--- src/rtl/spi_regfile_pkg.sv ---
package spi_regfile_pkg;

   typedef enum logic {
      FRM_READ  = 1'b0,
      FRM_WRITE = 1'b1
   } frm_op_e;

   // opcode bit + address + one spare bit + data
   function automatic int unsigned frame_width(int unsigned aw, int unsigned dw);
      return 1 + aw + 1 + dw;
   endfunction

endpackage

--- src/rtl/spi_pin_sync.sv ---
module spi_pin_sync #(
   parameter int unsigned W      = 3,
   parameter int unsigned STAGES = 2,
   parameter logic [W-1:0] RST_VAL = '0
) (
   input  logic         clk,
   input  logic         rst_n,
   input  logic [W-1:0] din,
   output logic [W-1:0] lvl,
   output logic [W-1:0] prev
);

   logic [W-1:0] stg [STAGES];

   generate
      if (STAGES < 2) begin : g_bad_stages
         $error("spi_pin_sync: STAGES must be at least 2");
      end
      for (genvar s = 0; s < STAGES; s++) begin : g_stage
         always_ff @(posedge clk or negedge rst_n) begin
            if (!rst_n)      stg[s] <= RST_VAL;
            else if (s == 0) stg[s] <= din;
            else             stg[s] <= stg[(s == 0) ? 0 : s-1];
         end
      end
   endgenerate

   always_ff @(posedge clk or negedge rst_n) begin
      if (!rst_n) prev <= RST_VAL;
      else        prev <= stg[STAGES-1];
   end

   assign lvl = stg[STAGES-1];

endmodule

--- src/rtl/spi_frame_shifter.sv ---
module spi_frame_shifter #(
   parameter int unsigned FRAME_W = 32
) (
   input  logic               clk,
   input  logic               rst_n,
   input  logic               cs_lvl,
   input  logic               cs_rise,
   input  logic               cs_fall,
   input  logic               sclk_rise,
   input  logic               sclk_fall,
   input  logic               mosi,
   input  logic [FRAME_W-1:0] load_word,
   output logic               miso,
   output logic               frame_done,
   output logic               frame_ok,
   output logic [FRAME_W-1:0] frame_word
);

   localparam int unsigned CNT_MAX = FRAME_W + 1;
   localparam int unsigned CNT_W   = $clog2(CNT_MAX + 1);

   logic [CNT_W-1:0]   cnt;
   logic [FRAME_W-1:0] tx_sh;

   always_ff @(posedge clk or negedge rst_n) begin
      if (!rst_n) begin
         cnt        <= '0;
         frame_word <= '0;
         tx_sh      <= '0;
         frame_done <= 1'b0;
         frame_ok   <= 1'b0;
      end else begin
         frame_done <= 1'b0;
         if (cs_rise) begin
            cnt        <= '0;
            frame_word <= '0;
            tx_sh      <= load_word;
         end else if (cs_lvl) begin
            if (sclk_fall) begin
               frame_word <= {frame_word[FRAME_W-2:0], mosi};
               if (cnt != CNT_W'(CNT_MAX)) cnt <= cnt + 1'b1;
            end
            if (sclk_rise) tx_sh <= {tx_sh[FRAME_W-2:0], 1'b0};
         end
         if (cs_fall) begin
            frame_done <= 1'b1;
            frame_ok   <= (cnt == CNT_W'(FRAME_W));
         end
      end
   end

   assign miso = cs_lvl & tx_sh[FRAME_W-1];

   // counter saturates one past a full frame so long frames are detectable
   a_r5_cnt_bound: assert property (@(posedge clk) disable iff (!rst_n)
      cnt <= CNT_W'(CNT_MAX));

   // serial output only moves after a rising serial clock edge
   a_r7_miso_hold: assert property (@(posedge clk) disable iff (!rst_n)
      (cs_lvl && !sclk_rise && !cs_rise) |=> (!cs_lvl || $stable(miso)));

endmodule

--- src/rtl/spi_reg_bank.sv ---
module spi_reg_bank #(
   parameter int unsigned ADDR_W   = 6,
   parameter int unsigned DATA_W   = 24,
   parameter int unsigned REV_ADDR = 7,
   parameter logic [DATA_W-1:0] REV_VALUE = '0
) (
   input  logic              clk,
   input  logic              rst_n,
   input  logic              wr_req,
   input  logic [ADDR_W-1:0] addr,
   input  logic [DATA_W-1:0] wr_data,
   output logic [DATA_W-1:0] rd_data
);

   localparam int unsigned DEPTH = 1 << ADDR_W;

   logic [DATA_W-1:0] cells [DEPTH];

   generate
      for (genvar a = 0; a < DEPTH; a++) begin : g_cell
         if (a == REV_ADDR) begin : g_rev
            assign cells[a] = REV_VALUE;
         end else begin : g_rw
            logic [DATA_W-1:0] q;
            always_ff @(posedge clk or negedge rst_n) begin
               if (!rst_n)                                   q <= '0;
               else if (wr_req && addr == ADDR_W'(a))        q <= wr_data;
            end
            assign cells[a] = q;
         end
      end
   endgenerate

   assign rd_data = cells[addr];

   // a register's value changes only through a write request
   a_r2_hold: assert property (@(posedge clk) disable iff (!rst_n)
      !wr_req |=> (addr != $past(addr)) || (rd_data == $past(rd_data)));

   // revision register ignores writes
   a_r6_rev_fixed: assert property (@(posedge clk) disable iff (!rst_n)
      (wr_req && addr == ADDR_W'(REV_ADDR)) |=>
         (addr != $past(addr)) || (rd_data == REV_VALUE));

endmodule

--- src/rtl/spi_regfile_slave.sv ---
module spi_regfile_slave
   import spi_regfile_pkg::*;
#(
   parameter int unsigned ADDR_W      = 6,
   parameter int unsigned DATA_W      = 24,
   parameter int unsigned SYNC_STAGES = 2,
   parameter int unsigned REV_ADDR    = 7,
   parameter logic [DATA_W-1:0] REV_VALUE = 24'h0A5C31
) (
   input  logic clk,
   input  logic rst_n,
   input  logic spi_sclk,
   input  logic spi_cs,
   input  logic spi_mosi,
   output logic spi_miso
);

   localparam int unsigned FRAME_W = frame_width(ADDR_W, DATA_W);
   localparam int unsigned OP_BIT  = FRAME_W - 1;
   localparam int unsigned SPARE   = DATA_W;

   generate
      if (REV_ADDR >= (1 << ADDR_W)) begin : g_bad_rev
         $error("spi_regfile_slave: REV_ADDR outside the address range");
      end
   endgenerate

   // pin order: [2] chip-select, [1] serial clock, [0] data in
   logic [2:0] pin_lvl, pin_prev;

   spi_pin_sync #(
      .W       (3),
      .STAGES  (SYNC_STAGES),
      .RST_VAL (3'b010)
   ) u_sync (
      .clk   (clk),
      .rst_n (rst_n),
      .din   ({spi_cs, spi_sclk, spi_mosi}),
      .lvl   (pin_lvl),
      .prev  (pin_prev)
   );

   logic cs_lvl, cs_rise, cs_fall, sclk_rise, sclk_fall;
   assign cs_lvl    = pin_lvl[2];
   assign cs_rise   =  pin_lvl[2] & ~pin_prev[2];
   assign cs_fall   = ~pin_lvl[2] &  pin_prev[2];
   assign sclk_rise =  pin_lvl[1] & ~pin_prev[1];
   assign sclk_fall = ~pin_lvl[1] &  pin_prev[1];

   logic               frame_done, frame_ok;
   logic [FRAME_W-1:0] frame_word, ret_word;

   spi_frame_shifter #(
      .FRAME_W (FRAME_W)
   ) u_shift (
      .clk        (clk),
      .rst_n      (rst_n),
      .cs_lvl     (cs_lvl),
      .cs_rise    (cs_rise),
      .cs_fall    (cs_fall),
      .sclk_rise  (sclk_rise),
      .sclk_fall  (sclk_fall),
      .mosi       (pin_lvl[0]),
      .load_word  (ret_word),
      .miso       (spi_miso),
      .frame_done (frame_done),
      .frame_ok   (frame_ok),
      .frame_word (frame_word)
   );

   frm_op_e           op;
   logic [ADDR_W-1:0] addr;
   logic [DATA_W-1:0] wr_data, rd_data;
   logic              wr_req;

   assign op      = frm_op_e'(frame_word[OP_BIT]);
   assign addr    = frame_word[OP_BIT-1 -: ADDR_W];
   assign wr_data = frame_word[DATA_W-1:0];
   assign wr_req  = frame_done & frame_ok & (op == FRM_WRITE);

   logic unused_bits;
   assign unused_bits = ^{pin_prev[0], frame_word[SPARE]};

   spi_reg_bank #(
      .ADDR_W    (ADDR_W),
      .DATA_W    (DATA_W),
      .REV_ADDR  (REV_ADDR),
      .REV_VALUE (REV_VALUE)
   ) u_bank (
      .clk     (clk),
      .rst_n   (rst_n),
      .wr_req  (wr_req),
      .addr    (addr),
      .wr_data (wr_data),
      .rd_data (rd_data)
   );

   // word returned by the next frame, captured as the current frame ends
   always_ff @(posedge clk or negedge rst_n) begin
      if (!rst_n) begin
         ret_word <= '0;
      end else if (frame_done) begin
         if (frame_ok && op == FRM_READ) ret_word <= {1'b0, addr, 1'b0, rd_data};
         else                            ret_word <= '0;
      end
   end

   // frame results appear only once chip-select is inactive
   a_r3_done_idle: assert property (@(posedge clk) disable iff (!rst_n)
      frame_done |-> !cs_lvl);

   // writes and rejected frames leave nothing to return
   a_r4_ret_clear: assert property (@(posedge clk) disable iff (!rst_n)
      (frame_done && !(frame_ok && op == FRM_READ)) |=> (ret_word == '0));

endmodule

--- config.mk ---
export PLATFORM = sky130hd
export DESIGN_NAME = spi_regfile_slave
export DESIGN_NICKNAME = d
export VERILOG_FILES = /design/src/rtl/spi_regfile_pkg.sv /design/src/rtl/spi_pin_sync.sv /design/src/rtl/spi_frame_shifter.sv /design/src/rtl/spi_reg_bank.sv /design/src/rtl/spi_regfile_slave.sv
export SDC_FILE = /design/constraint.sdc
export NUM_CORES = 2
export LEC_CHECK = 0
export BUFFER_PORTS_ARGS = -buffer_cell sky130_fd_sc_hd__buf_2
export CORE_MARGIN = 2
export CORE_UTILIZATION = 65
export CTS_BUF_LIST = sky130_fd_sc_hd__clkbuf_16
export CTS_CLUSTER_SIZE = 14
export DETAILED_ROUTE_END_ITERATION = 10
export GPL_ROUTABILITY_DRIVEN = 1
export PLACE_DENSITY_LB_ADDON = 0.15
export SKIP_CTS_REPAIR_TIMING = 1
export SYNTH_ARGS = -nofsm -noshare
export SYNTH_HDL_FRONTEND = slang
export SYNTH_SLANG_ARGS = --single-unit
--- constraint.sdc ---
create_clock -name clk -period 5.2 [get_ports clk]
set_input_delay 1.56 -clock clk [delete_from_list [all_inputs] [get_ports clk]]
set_output_delay 1.56 -clock clk [all_outputs]
set_load 0.05 [all_outputs]
==> results.rst <==
.. list-table::
   :header-rows: 1

   * - Metric
     - Value
   * - Port buffer count
     - 5
   * - Residual DRC count
     - 0
   * - Most used standard cell by instance count after synthesis
     - sky130_fd_sc_hd__dfrtp_1
   * - Gr busiest metal
     - met2
   * - Leftover overflow at the end of global routing
     - 0
   * - Vias
     - 43,300
   * - Pin count of the biggest net entering global routing
     - 140
   * - Number of synthesized flops with an enable pin
     - 0
   * - Area growth from synthesis to layout
     - 8.48%
   * - Placed wire-length estimate after detailed placement
     - ~120,000 um
   * - Signal arrival time at the worst endpoint
     - roughly 5000 ps
   * - Vertical die dimension
     - between 300 and 400 um
   * - Cell depth of the worst setup path
     - 7
   * - Fraction of post-synthesis cell area in the top cell type by area
     - 55.1%
   * - Fin. Hold Viols
     - 0
   * - Total Routed Length
     - 195,000 um
   * - Number of buffers and inverters on the critical path
     - 2
   * - Largest stage delay on the critical path
     - roughly 1100 ps
   * - Least-Margin Pin Slew
     - around 1400 ps
   * - Family with the most delay on the worst path
     - compound AO/OA/AOI/OAI gates
   * - Drt first pass iters
     - 5
   * - Share of the clock period used by the worst path
     - a little over four fifths
   * - Biggest area contributors in the synthesized netlist
     - sky130_fd_sc_hd__dfrtp_1 55%, sky130_fd_sc_hd__mux2_2 23%, sky130_fd_sc_hd__mux4_2 9.8%
   * - Area of the die
     - 116,000 um2
   * - Cts bufs inserted
     - 166
   * - Met2 Track Usage GR
     - between 50% and 60%
   * - Largest fanout of any net on the critical path
     - 61
   * - Post-DR vias/cell
     - approximately 6.8
   * - Number of different library cells in the post-synthesis netlist
     - between 50 and 60
   * - Setup TNS
     - 0 ps
   * - Post-synth top area cell
     - sky130_fd_sc_hd__dfrtp_1
   * - Worst-case vdd ir drop
     - 306 uV
   * - Via count of the first global-routing pass
     - 44,500
   * - Sequential area share after synthesis
     - 55.2%
   * - Element type at the critical path start
     - register
   * - Setup-failing EPs final
     - 0
   * - Total number of clock tree sinks
     - between 1,500 and 2,000
   * - Site row count
     - between 100 and 150
   * - Power consumption
     - between 20 and 25 mW
   * - RD Place Congestion
     - just under 1
   * - Register bit total from synthesis
     - between 1,500 and 2,000
   * - Cell area after synthesis
     - roughly 73,000 um2
   * - Top-level I/O count
     - 6
   * - Critical path, cell by cell
     - buf_4, buf_4, mux4_2, a22o_1, a221oi_1, a31oi_1, or3_1
   * - Critical path's most frequent cell
     - sky130_fd_sc_hd__buf_4
   * - Met1 layer usage reported by global route
     - 49.1%
   * - Class of the tightest hold or removal check
     - register to register
   * - Antenna viol nets, final
     - 0
   * - Async S/R FF share, synth
     - 100%
   * - Average detailed-routed wire length per instance
     - about 31 um
   * - Post-synth top flop
     - sky130_fd_sc_hd__dfrtp_1
   * - Number of buffers on the longest clock path
     - 3
   * - Number of nets in the layout
     - 4,741
   * - Layout filler cell count
     - between 7,000 and 8,000
   * - Count of cells along the worst hold path
     - 0
   * - Syn_nets
     - around 4,900
   * - Clock root buffer
     - sky130_fd_sc_hd__clkbuf_16
   * - Core box area
     - between 100,000 and 150,000 um2
   * - Overall fraction of global-route tracks in use
     - roughly a third
   * - Required time of the worst setup path
     - approximately 5900 ps
   * - GR Util met3
     - around 7.7%
   * - Peak clock frequency supported by timing
     - between 200 and 250 MHz
   * - Initial antenna violation count
     - 10
   * - Leakage power summed over all cells
     - approximately 37 nW
   * - Setup repair after global routing missed its margin
     - no
   * - Fin. max-slew vios
     - 0
   * - Most common library cells after synthesis
     - 1,619 x sky130_fd_sc_hd__dfrtp_1, 1,515 x sky130_fd_sc_hd__mux2_2, 320 x sky130_fd_sc_hd__mux4_2, 244 x sky130_fd_sc_hd__clkbuf_1, 157 x sky130_fd_sc_hd__nand2_1
   * - Worst-case reg-to-reg path depth
     - 7
   * - Type of the worst setup path
     - register to register
   * - Slowest cell on crit path
     - sky130_fd_sc_hd__dfrtp_4
   * - Level count of the clock H-tree
     - 4
   * - Horizontal die dimension
     - between 300 and 400 um
   * - Clock Latency Late Sink
     - a little under 800 ps
   * - Maximum capacitance violations
     - 0
   * - Starting utilization of the core area
     - around 65%
   * - Syn Inst Count
     - about 4,900
   * - Crit path time final
     - between 4000 and 5000 ps
   * - Synthesized area per cell
     - ~15 um2
   * - Fraction of layout cells with a size suffix above 1
     - around half
   * - Ys Warns
     - 0
   * - Capturing element type of the critical path
     - register
   * - Drt first-iter violations
     - roughly 4,300
   * - Wire length of the first global-routing pass
     - slightly below 300,000 um
   * - Result of the run
     - complete, no violations
   * - Clock tree from TritonCTS
     - done
   * - Max-slew headroom
     - ~7.6%
   * - Reg clk slew, reported paths
     - 60 ps
   * - Worst clock skew on the final layout
     - roughly 23 ps
   * - Power density over the cells
     - approximately 300 nW/um2
## metal layers
metal	wire length, um	up-vias
met5	41	-
met4	8680	6
met3	15400	439
met2	89300	1674
met1	81200	23600
li1	-	17600
## kinds of logic after synthesis
group	Yosys count	synth area share, %
mux	1996	35.2
flops	1622	55.2
buf+inv	501	3.56
simple gates	383	2.58
compound gates	346	3.31
xor+xnor	4	0.0477
fa+ha+maj	3	0.0511
## worst paths after layout
path	startpoint	to	slack, ps
max	u_shift.frame_word[26]$_DFFE_PN0P_	ret_word[18]$_DFFE_PN0P_	780
min	u_sync.stg[3]$_DFF_PN0_	u_sync.lvl[0]$_DFF_PN0_	350
max reg2reg	u_shift.frame_word[26]$_DFFE_PN0P_	ret_word[18]$_DFFE_PN0P_	780
min reg2reg	u_sync.stg[3]$_DFF_PN0_	u_sync.lvl[0]$_DFF_PN0_	350
max in group asynchronous	rst_n	ret_word[13]$_DFFE_PN0P_	3060
min in group asynchronous	rst_n	u_shift.frame_word[23]$_DFFE_PN0P_	730
## where the power goes
part / leakage (nW) / switching, mW / internal [mW]
Combinational: 12.0 / 0.315 / 0.0449
Clock: 2.66 / 4.92 / 6.31
Sequential: 22.6 / 0.00712 / 12.6
Total: 37.2 / 5.24 / 19.0
## through the flow
stage	hold slack (ps)	worst slack, ps	util, %	area [um2]	std cells
2_1_floorplan	331	2480	-	73500	4855
3_3_place_gp	339	859	66.5	74700	6065
3_5_place_dp	336	819	66.5	74700	6065
4_1_cts	349	812	71.0	79700	6362
5_1_grt	360	793	71.0	79700	6362
6_report	347	782	71.0	79700	6365
## cell usage in the layout (no fill, tap or decap), types with 14 or more instances in the layout
| cell type | netlist | routed |
|---|---|---|
| sky130_fd_sc_hd__nor2_1 | 47 | 36 |
| sky130_fd_sc_hd__clkinv_2 | 0 | 33 |
| sky130_fd_sc_hd__nand2_1 | 157 | 156 |
| sky130_fd_sc_hd__a22oi_1 | 88 | 88 |
| sky130_fd_sc_hd__clkinv_1 | 0 | 35 |
| sky130_fd_sc_hd__nor2_2 | 44 | 52 |
| sky130_fd_sc_hd__dfrtp_1 | 1619 | 1592 |
| sky130_fd_sc_hd__mux4_2 | 320 | 320 |
| sky130_fd_sc_hd__or3_1 | 14 | 14 |
| sky130_fd_sc_hd__inv_1 | 33 | 76 |
| sky130_fd_sc_hd__nand3_1 | 38 | 38 |
| sky130_fd_sc_hd__a22o_1 | 21 | 21 |
| sky130_fd_sc_hd__o221ai_1 | 31 | 31 |
| sky130_fd_sc_hd__mux2_2 | 1515 | 1515 |
| sky130_fd_sc_hd__a21oi_1 | 73 | 73 |
| sky130_fd_sc_hd__buf_4 | 114 | 150 |
| sky130_fd_sc_hd__a221oi_1 | 18 | 18 |
| sky130_fd_sc_hd__clkbuf_16 | 0 | 171 |
| sky130_fd_sc_hd__buf_12 | 0 | 24 |
| sky130_fd_sc_hd__mux2i_1 | 155 | 155 |
| sky130_fd_sc_hd__nor2b_1 | 22 | 19 |
| sky130_fd_sc_hd__o21ai_0 | 47 | 47 |
| sky130_fd_sc_hd__dfrtp_2 | 0 | 21 |
## sequential cells by signal (all words and copies together) (netlist names)
register / count
ret_word: 30
u_bank.g_cell.g_rw.q: 1512
u_shift.cnt: 6
u_shift.frame_done: 1
u_shift.frame_ok: 1
u_shift.frame_word: 32
u_shift.tx_sh: 32
u_sync.lvl: 3
u_sync.prev: 2
u_sync.stg: 3
## cell type report
class	count	area (um2)	share of cell area, %
tap	1500	1880	2.35
multi-input combinational	2732	30400	38.2
sequential	1622	40600	51.0
inverter	33	124	0.155
antenna	3	7.51	0.00942
clock inverter	126	757	0.949
clock buffer	171	4280	5.37
timing repair buffer	178	1630	2.04
(Power assumes the default switching activity.)
